`config.mk`:
```
export PLATFORM = sky130hd
export DESIGN_NAME = irqc_top
export DESIGN_NICKNAME = d
export VERILOG_FILES = /design/src/rtl/irqc_pkg.sv /design/src/rtl/irqc_sync.sv /design/src/rtl/irqc_datapath.sv /design/src/rtl/irqc_control.sv /design/src/rtl/irqc_top.sv
export SDC_FILE = /design/constraint.sdc
export NUM_CORES = 1
export LEC_CHECK = 0
export BUFFER_PORTS_ARGS = -buffer_cell sky130_fd_sc_hd__clkbuf_2
export CAP_MARGIN = 25
export CORE_AREA = 5 5 42 44
export CTS_BUF_LIST = sky130_fd_sc_hd__clkbuf_4 sky130_fd_sc_hd__clkbuf_8 sky130_fd_sc_hd__clkbuf_16
export DETAILED_ROUTE_END_ITERATION = 12
export DIE_AREA = 0 0 47 49
export PLACE_DENSITY = 0.71
export SYNTH_ARGS = -nofsm -noshare
export SYNTH_HDL_FRONTEND = slang
export SYNTH_SLANG_ARGS = --single-unit
```
`constraint.sdc`:
```
create_clock -name clk -period 2 [get_ports clk]
set_input_delay 0.1 -clock clk [delete_from_list [all_inputs] [get_ports clk]]
set_output_delay 0.1 -clock clk [all_outputs]
set_load 0.1 [all_outputs]
```
`src/rtl/irqc_pkg.sv`:
```
package irqc_pkg;

  typedef enum logic [1:0] {
    SVC_NONE  = 2'b00,
    SVC_IRQ   = 2'b01,
    SVC_NMI   = 2'b10,
    SVC_RESET = 2'b11
  } svcCode_t;

  localparam int PIN_COUNT = 5;
  localparam int PIN_IRQ = 0;
  localparam int PIN_NMI = 1;
  localparam int PIN_RES = 2;
  localparam int PIN_SO  = 3;
  localparam int PIN_RDY = 4;

  // strobes from control to datapath
  typedef struct packed {
    logic takeNmi;
    logic fireRestart;
    logic setHalt;
  } ctlStrobes_t;

  // state from datapath to control
  typedef struct packed {
    logic irqLow;
    logic nmiPend;
    logic resPend;
    logic resHigh;
    logic relDone;
    logic rdyLow;
  } dpStatus_t;

endpackage

```
`src/rtl/irqc_sync.sv`:
```
module irqc_sync #(
  parameter int WIDTH  = 5,
  parameter int STAGES = 2
) (
  input  logic             clk,
  input  logic             rstN,
  input  logic [WIDTH-1:0] din,
  output logic [WIDTH-1:0] dout
);

  logic [STAGES-1:0][WIDTH-1:0] stg;

  always_ff @(posedge clk or negedge rstN) begin
    if (!rstN) begin
      stg <= '1;
    end else begin
      stg[0] <= din;
      for (int k = 1; k < STAGES; k++) stg[k] <= stg[k-1];
    end
  end

  assign dout = stg[STAGES-1];

endmodule

```
`src/rtl/irqc_datapath.sv`:
```
module irqc_datapath
  import irqc_pkg::*;
#(
  parameter int SYNC_STAGES    = 2,
  parameter int RELEASE_CYCLES = 2
) (
  input  logic        clk,
  input  logic        sysRstN,
  input  logic [PIN_COUNT-1:0] pinsRaw,
  input  logic        ph1Late,
  input  ctlStrobes_t stb,
  output dpStatus_t   stat,
  output logic        restartReq,
  output logic        coreHold,
  output logic        setOverflow,
  output logic        stall
);

  localparam int CNT_W = $clog2(RELEASE_CYCLES) + 1;
  localparam logic [CNT_W-1:0] CNT_LAST = CNT_W'(RELEASE_CYCLES - 1);

  logic [PIN_COUNT-1:0] pinsSync;
  logic irqS, nmiS, resS, soS, rdyS;
  logic nmiPrev, nmiFall, nmiPend;
  logic resPend;
  logic [CNT_W-1:0] relCnt;
  logic soPrev, haltQ;

  irqc_sync #(.WIDTH(PIN_COUNT), .STAGES(SYNC_STAGES)) uSync (
    .clk  (clk),
    .rstN (sysRstN),
    .din  (pinsRaw),
    .dout (pinsSync)
  );

  assign irqS = pinsSync[PIN_IRQ];
  assign nmiS = pinsSync[PIN_NMI];
  assign resS = pinsSync[PIN_RES];
  assign soS  = pinsSync[PIN_SO];
  assign rdyS = pinsSync[PIN_RDY];

  assign nmiFall = nmiPrev & ~nmiS;

  // non-maskable edge latch, dropped while reset is in effect
  always_ff @(posedge clk or negedge sysRstN) begin
    if (!sysRstN) begin
      nmiPrev <= 1'b1;
      nmiPend <= 1'b0;
    end else begin
      nmiPrev <= nmiS;
      if (resPend) nmiPend <= 1'b0;
      else         nmiPend <= nmiFall | (nmiPend & ~stb.takeNmi);
    end
  end

  // reset hold and release qualification
  always_ff @(posedge clk or negedge sysRstN) begin
    if (!sysRstN) begin
      resPend    <= 1'b1;
      relCnt     <= '0;
      restartReq <= 1'b0;
    end else begin
      restartReq <= stb.fireRestart;
      if (!resS) begin
        resPend <= 1'b1;
        relCnt  <= '0;
      end else if (stb.fireRestart) begin
        resPend <= 1'b0;
        relCnt  <= '0;
      end else if (resPend) begin
        relCnt  <= relCnt + 1'b1;
      end else begin
        relCnt  <= '0;
      end
    end
  end

  // overflow-set edge, sampled only in late phase one
  always_ff @(posedge clk or negedge sysRstN) begin
    if (!sysRstN) begin
      soPrev      <= 1'b1;
      setOverflow <= 1'b0;
    end else begin
      setOverflow <= ph1Late & soPrev & ~soS;
      if (ph1Late) soPrev <= soS;
    end
  end

  // ready halt
  always_ff @(posedge clk or negedge sysRstN) begin
    if (!sysRstN)          haltQ <= 1'b0;
    else if (rdyS)         haltQ <= 1'b0;
    else if (stb.setHalt)  haltQ <= 1'b1;
  end

  assign coreHold = resPend;
  assign stall    = haltQ;

  assign stat.irqLow  = ~irqS;
  assign stat.nmiPend = nmiPend;
  assign stat.resPend = resPend;
  assign stat.resHigh = resS;
  assign stat.relDone = (relCnt == CNT_LAST);
  assign stat.rdyLow  = ~rdyS;

  AST_NMI_CLEARED: assert property (@(posedge clk) disable iff (!sysRstN)
    (stb.takeNmi && !nmiFall) |=> !nmiPend);
  AST_RESTART_ONE: assert property (@(posedge clk) disable iff (!sysRstN)
    restartReq |=> !restartReq);
  AST_HOLD_FALL: assert property (@(posedge clk) disable iff (!sysRstN)
    $fell(coreHold) |-> restartReq);
  AST_OVF_ONE: assert property (@(posedge clk) disable iff (!sysRstN)
    setOverflow |=> !setOverflow);
  AST_HALT_FETCH: assert property (@(posedge clk) disable iff (!sysRstN)
    $rose(stall) |-> $past(stb.setHalt));

endmodule

```
`src/rtl/irqc_control.sv`:
```
module irqc_control
  import irqc_pkg::*;
(
  input  logic        clk,
  input  logic        sysRstN,
  input  dpStatus_t   stat,
  input  logic        intDisable,
  input  logic        instrEnd,
  input  logic        opFetch,
  input  logic        ph2En,
  output ctlStrobes_t stb,
  output svcCode_t    code
);

  always_comb begin
    if (stat.resPend)                     code = SVC_RESET;
    else if (stat.nmiPend)                code = SVC_NMI;
    else if (stat.irqLow && !intDisable)  code = SVC_IRQ;
    else                                  code = SVC_NONE;
  end

  assign stb.takeNmi     = instrEnd & stat.nmiPend & ~stat.resPend;
  assign stb.fireRestart = stat.resPend & stat.resHigh & stat.relDone;
  assign stb.setHalt     = ph2En & opFetch & stat.rdyLow;

  AST_NO_TAKE_HELD: assert property (@(posedge clk) disable iff (!sysRstN)
    stat.resPend |-> !stb.takeNmi);
  AST_MASKED: assert property (@(posedge clk) disable iff (!sysRstN)
    (intDisable && !stat.nmiPend && !stat.resPend) |-> (code == SVC_NONE));

endmodule

```
`src/rtl/irqc_top.sv`:
```
module irqc_top
  import irqc_pkg::*;
#(
  parameter int SYNC_STAGES    = 2,
  parameter int RELEASE_CYCLES = 2
) (
  input  logic       clk,
  input  logic       sysRstN,
  input  logic       irqPinN,
  input  logic       nmiPinN,
  input  logic       resPinN,
  input  logic       soPinN,
  input  logic       rdyPin,
  input  logic       intDisable,
  input  logic       instrEnd,
  input  logic       opFetch,
  input  logic       ph1Late,
  input  logic       ph2En,
  output logic       svcReq,
  output logic [1:0] svcCode,
  output logic       restartReq,
  output logic       coreHold,
  output logic       setOverflow,
  output logic       stall
);

  ctlStrobes_t stb;
  dpStatus_t   stat;
  svcCode_t    code;
  logic [PIN_COUNT-1:0] pinsRaw;

  always_comb begin
    pinsRaw          = '1;
    pinsRaw[PIN_IRQ] = irqPinN;
    pinsRaw[PIN_NMI] = nmiPinN;
    pinsRaw[PIN_RES] = resPinN;
    pinsRaw[PIN_SO]  = soPinN;
    pinsRaw[PIN_RDY] = rdyPin;
  end

  irqc_datapath #(.SYNC_STAGES(SYNC_STAGES), .RELEASE_CYCLES(RELEASE_CYCLES)) uDp (
    .clk         (clk),
    .sysRstN     (sysRstN),
    .pinsRaw     (pinsRaw),
    .ph1Late     (ph1Late),
    .stb         (stb),
    .stat        (stat),
    .restartReq  (restartReq),
    .coreHold    (coreHold),
    .setOverflow (setOverflow),
    .stall       (stall)
  );

  irqc_control uCtl (
    .clk        (clk),
    .sysRstN    (sysRstN),
    .stat       (stat),
    .intDisable (intDisable),
    .instrEnd   (instrEnd),
    .opFetch    (opFetch),
    .ph2En      (ph2En),
    .stb        (stb),
    .code       (code)
  );

  assign svcCode = code;
  assign svcReq  = (code != SVC_NONE);

endmodule

```
==> out/results.ini <==
[status]
status=complete, no violations

[floorplan]
io_pins=19
rows=14
fp.coreArea_sq_um=1401
die_y_um=49
die_area_sq_um=2303
initial_core_util_pct=43.04
die_x_um=47

[clock_network]
numCtsBuffers=3
clockBufferDepth=2
cts_tree=built
clk_pin_slew_ps=100
cts_resized=0
clock_latency_ps=280
cts-root-buf=clkbuf_4
cts_sinks=19
post-cts-setup-buffer-count=0
htree_num_levels=1

[synth]
ys_seq_area_share_pct=81.54
syn-num-nets=51
yosys_warnings=0
syn_area_per_cell_sq_um=15.87
yosysTopAreaCell=dfstp_2
syn-cell-area_sq_um=603.1
synth_top_area_share_pct=56.64
syn_inst=38
ys_types=15
ys_seq_elements=19
synthTopCellsByArea=dfstp_2, dfrtp_1, ha_1

[detailed_routing]
first_pass_iters=1
num_vias=356
wire_per_inst_um=10.96
drc=0
wl_um=899
drtIter0Drc=0
via_per_inst=4.341
final_antenna_net_count=0

[power]
powerDensity_nw_per_um2=975.1
sw_frac_of_total_pct=30.46
power_switching_uw=241.9
p_clk_share_pct=24.4
p_int_uw=552.3
power_frac_comb_pct=20.9
p_seq_share_pct=54.7
max-vdd-ir-drop_v=0.0005766
leakagePower_nw=0.3869

[worst_setup_path]
rrSetupSlack_ps=1070
critPathMaxFanout=6
cp-endpoint=svcReq
path_cells=or2_4, o21bai_2, clkbuf_2
cp_top_family=flip-flops
critPathMaxStageDelay_ps=580
worst_setup_path_end_kind=primary output
critPathArrivalTime_ps=1550
path_buf_inv=1
crit_start=uDp.coreHold
cp.depth=3
cp_data_required_time_ps=1900
worst_path_max_delay_cell=dfstp_2
reg2reg_from=uDp.relCnt[0]
ff2ff_path_depth=2
critPathLaunchType=register
timing.rr.end=uDp.relCnt[1]
crit_type=reg2out

[min_path]
hp-class=in2reg

[sta]
worst_pin_slew_ps=540.7
hold_viol_final=0
fmax_ghz=0.6070
rsz0062_at_grt=no
slew_viol_final=0
final.min_clock_period_ps=1647
max_slew_margin_pct=64.11
setup-tns-final_ps=0
fin_skew_ps=5.025
setup_viol=0
fin_crit_sh_pct=82.37

[global_route]
grt_pass1_wl_um=1683
track_usage_pct=10.04
grt_max_degree=20
grt_antenna_before_repair=0
grt_remaining_overflow=0
grt_pass1_vias=417

[placement]
numPortBuffers=18
gp_congestion=0.5992
placed_cell_area_sq_um=724.4
dpl.hpwl_um=695.5

[flow_run]
maxCapViolCount=0

[finish]
antenna_cells=0
mostFrequentLayoutCell=clkbuf_2
final_cell_mix=clkbuf_2, dfstp_2, dlygate4sd3_1, dfrtp_1, clkbuf_4
fin_nets=80
areaGrowthSynthToFinish_pct=35.06
drive_above_1_share_pct=59.09
fin_area_sq_um=814.5

==> worst min path at each step <==
stage | start | endpoint | slack [ps] | cells after the start
floorplan | sysRstN | uDp.nmiPend | -200 | 0
global placement | sysRstN | uDp.nmiPend | 60 | 1
detailed placement | sysRstN | uDp.nmiPend | 60 | 1
CTS | ph1Late | uDp.setOverflow | 9 | 3
global route | ph1Late | uDp.setOverflow | 30 | 3
finish | ph1Late | uDp.setOverflow | 20 | 3
==> flip-flops by register name, indices dropped and copies added, names as in the netlist <==
signal,flops
uDp.uSync.dout,5
uDp.uSync.stg,5
uDp.relCnt,2
uDp.coreHold,1
uDp.nmiPend,1
uDp.nmiPrev,1
uDp.restartReq,1
uDp.setOverflow,1
uDp.soPrev,1
uDp.stall,1
==> layer usage <==
metal | track usage [%] | vias up | share of wire (%)
met5 | 0 | - | 0
met4 | 5.530 | 0 | 0
met3 | 2.214 | 0 | 5.3
met2 | 16.52 | 9 | 55
met1 | 11.46 | 169 | 39
li1 | - | 178 | -
==> worst min-delay path, cell delays in order <==
cell and delay, ps:
clkbuf_2 90, nand2_1 60, nor2_1 30
==> cell type report <==
| cell class | count | area [sq um] |
|---|---|---|
| Clock buffer | 4 | 30.03 |
| Fill cell | 130 | 586.8 |
| Inverter | 2 | 7.507 |
| Multi-Input combinational cell | 17 | 115.1 |
| Sequential cell | 19 | 491.7 |
| Tap cell | 16 | 20.02 |
| Timing Repair Buffer | 24 | 150.1 |
==> power groups by stage <==
| stage | sequential (mW) | clock, mW | combinational, mW |
|---|---|---|---|
| after floorplan | 0.486 | 0 | 0.0763 |
| after global placement | 0.439 | 0 | 0.157 |
| after detailed placement | 0.442 | 0 | 0.158 |
| after CTS | 0.435 | 0.203 | 0.168 |
| after global routing | 0.439 | 0.218 | 0.178 |
| final | 0.434 | 0.194 | 0.166 |
==> cell usage after synthesis <==
cell type,n
or2_1,1
nand2b_1,2
and3_2,1
dfrtp_1,6
nand2_1,2
o31ai_1,1
inv_1,2
nor3_1,1
dfstp_2,13
a21oi_1,2
nor2_1,3
o21bai_1,1
mux2_1,1
o21ai_1,1
ha_1,1
==> cells by family (layout without fill, tap and decap cells) <==
group           after synthesis  count (layout)  share of synthesized area, %
fa+ha+maj                     1               1                         2.074
simple gates                 10              10                         8.299
compound gates                5               5                         4.979
flops                        19              19                         81.54
buf+inv                       2              30                         1.245
mux                           1               1                         1.867
==> metrics by stage <==
step | power, mW | hold slack, ps | setup slack [ps] | cells | utilization (%)
2_1_floorplan | 0.5619 | -195.6 | 97.76 | 38 | -
3_3_place_gp | 0.5959 | 57.16 | 686.3 | 72 | 51.70
3_5_place_dp | 0.6001 | 57.81 | 662.9 | 72 | 51.70
4_1_cts | 0.8053 | 9.480 | 339.6 | 82 | 58.13
5_1_grt | 0.8346 | 32.76 | 278.0 | 82 | 58.13
6_report | 0.7942 | 23.02 | 352.5 | 82 | 58.13
==> what timing repair did <==
item,4_1_cts,5_1_grt
endpoints found under the setup margin,0,0
hold endpoints to repair,11,0
hold buffers,6,0
No activity file was read; power rests on OpenSTA's default activity.
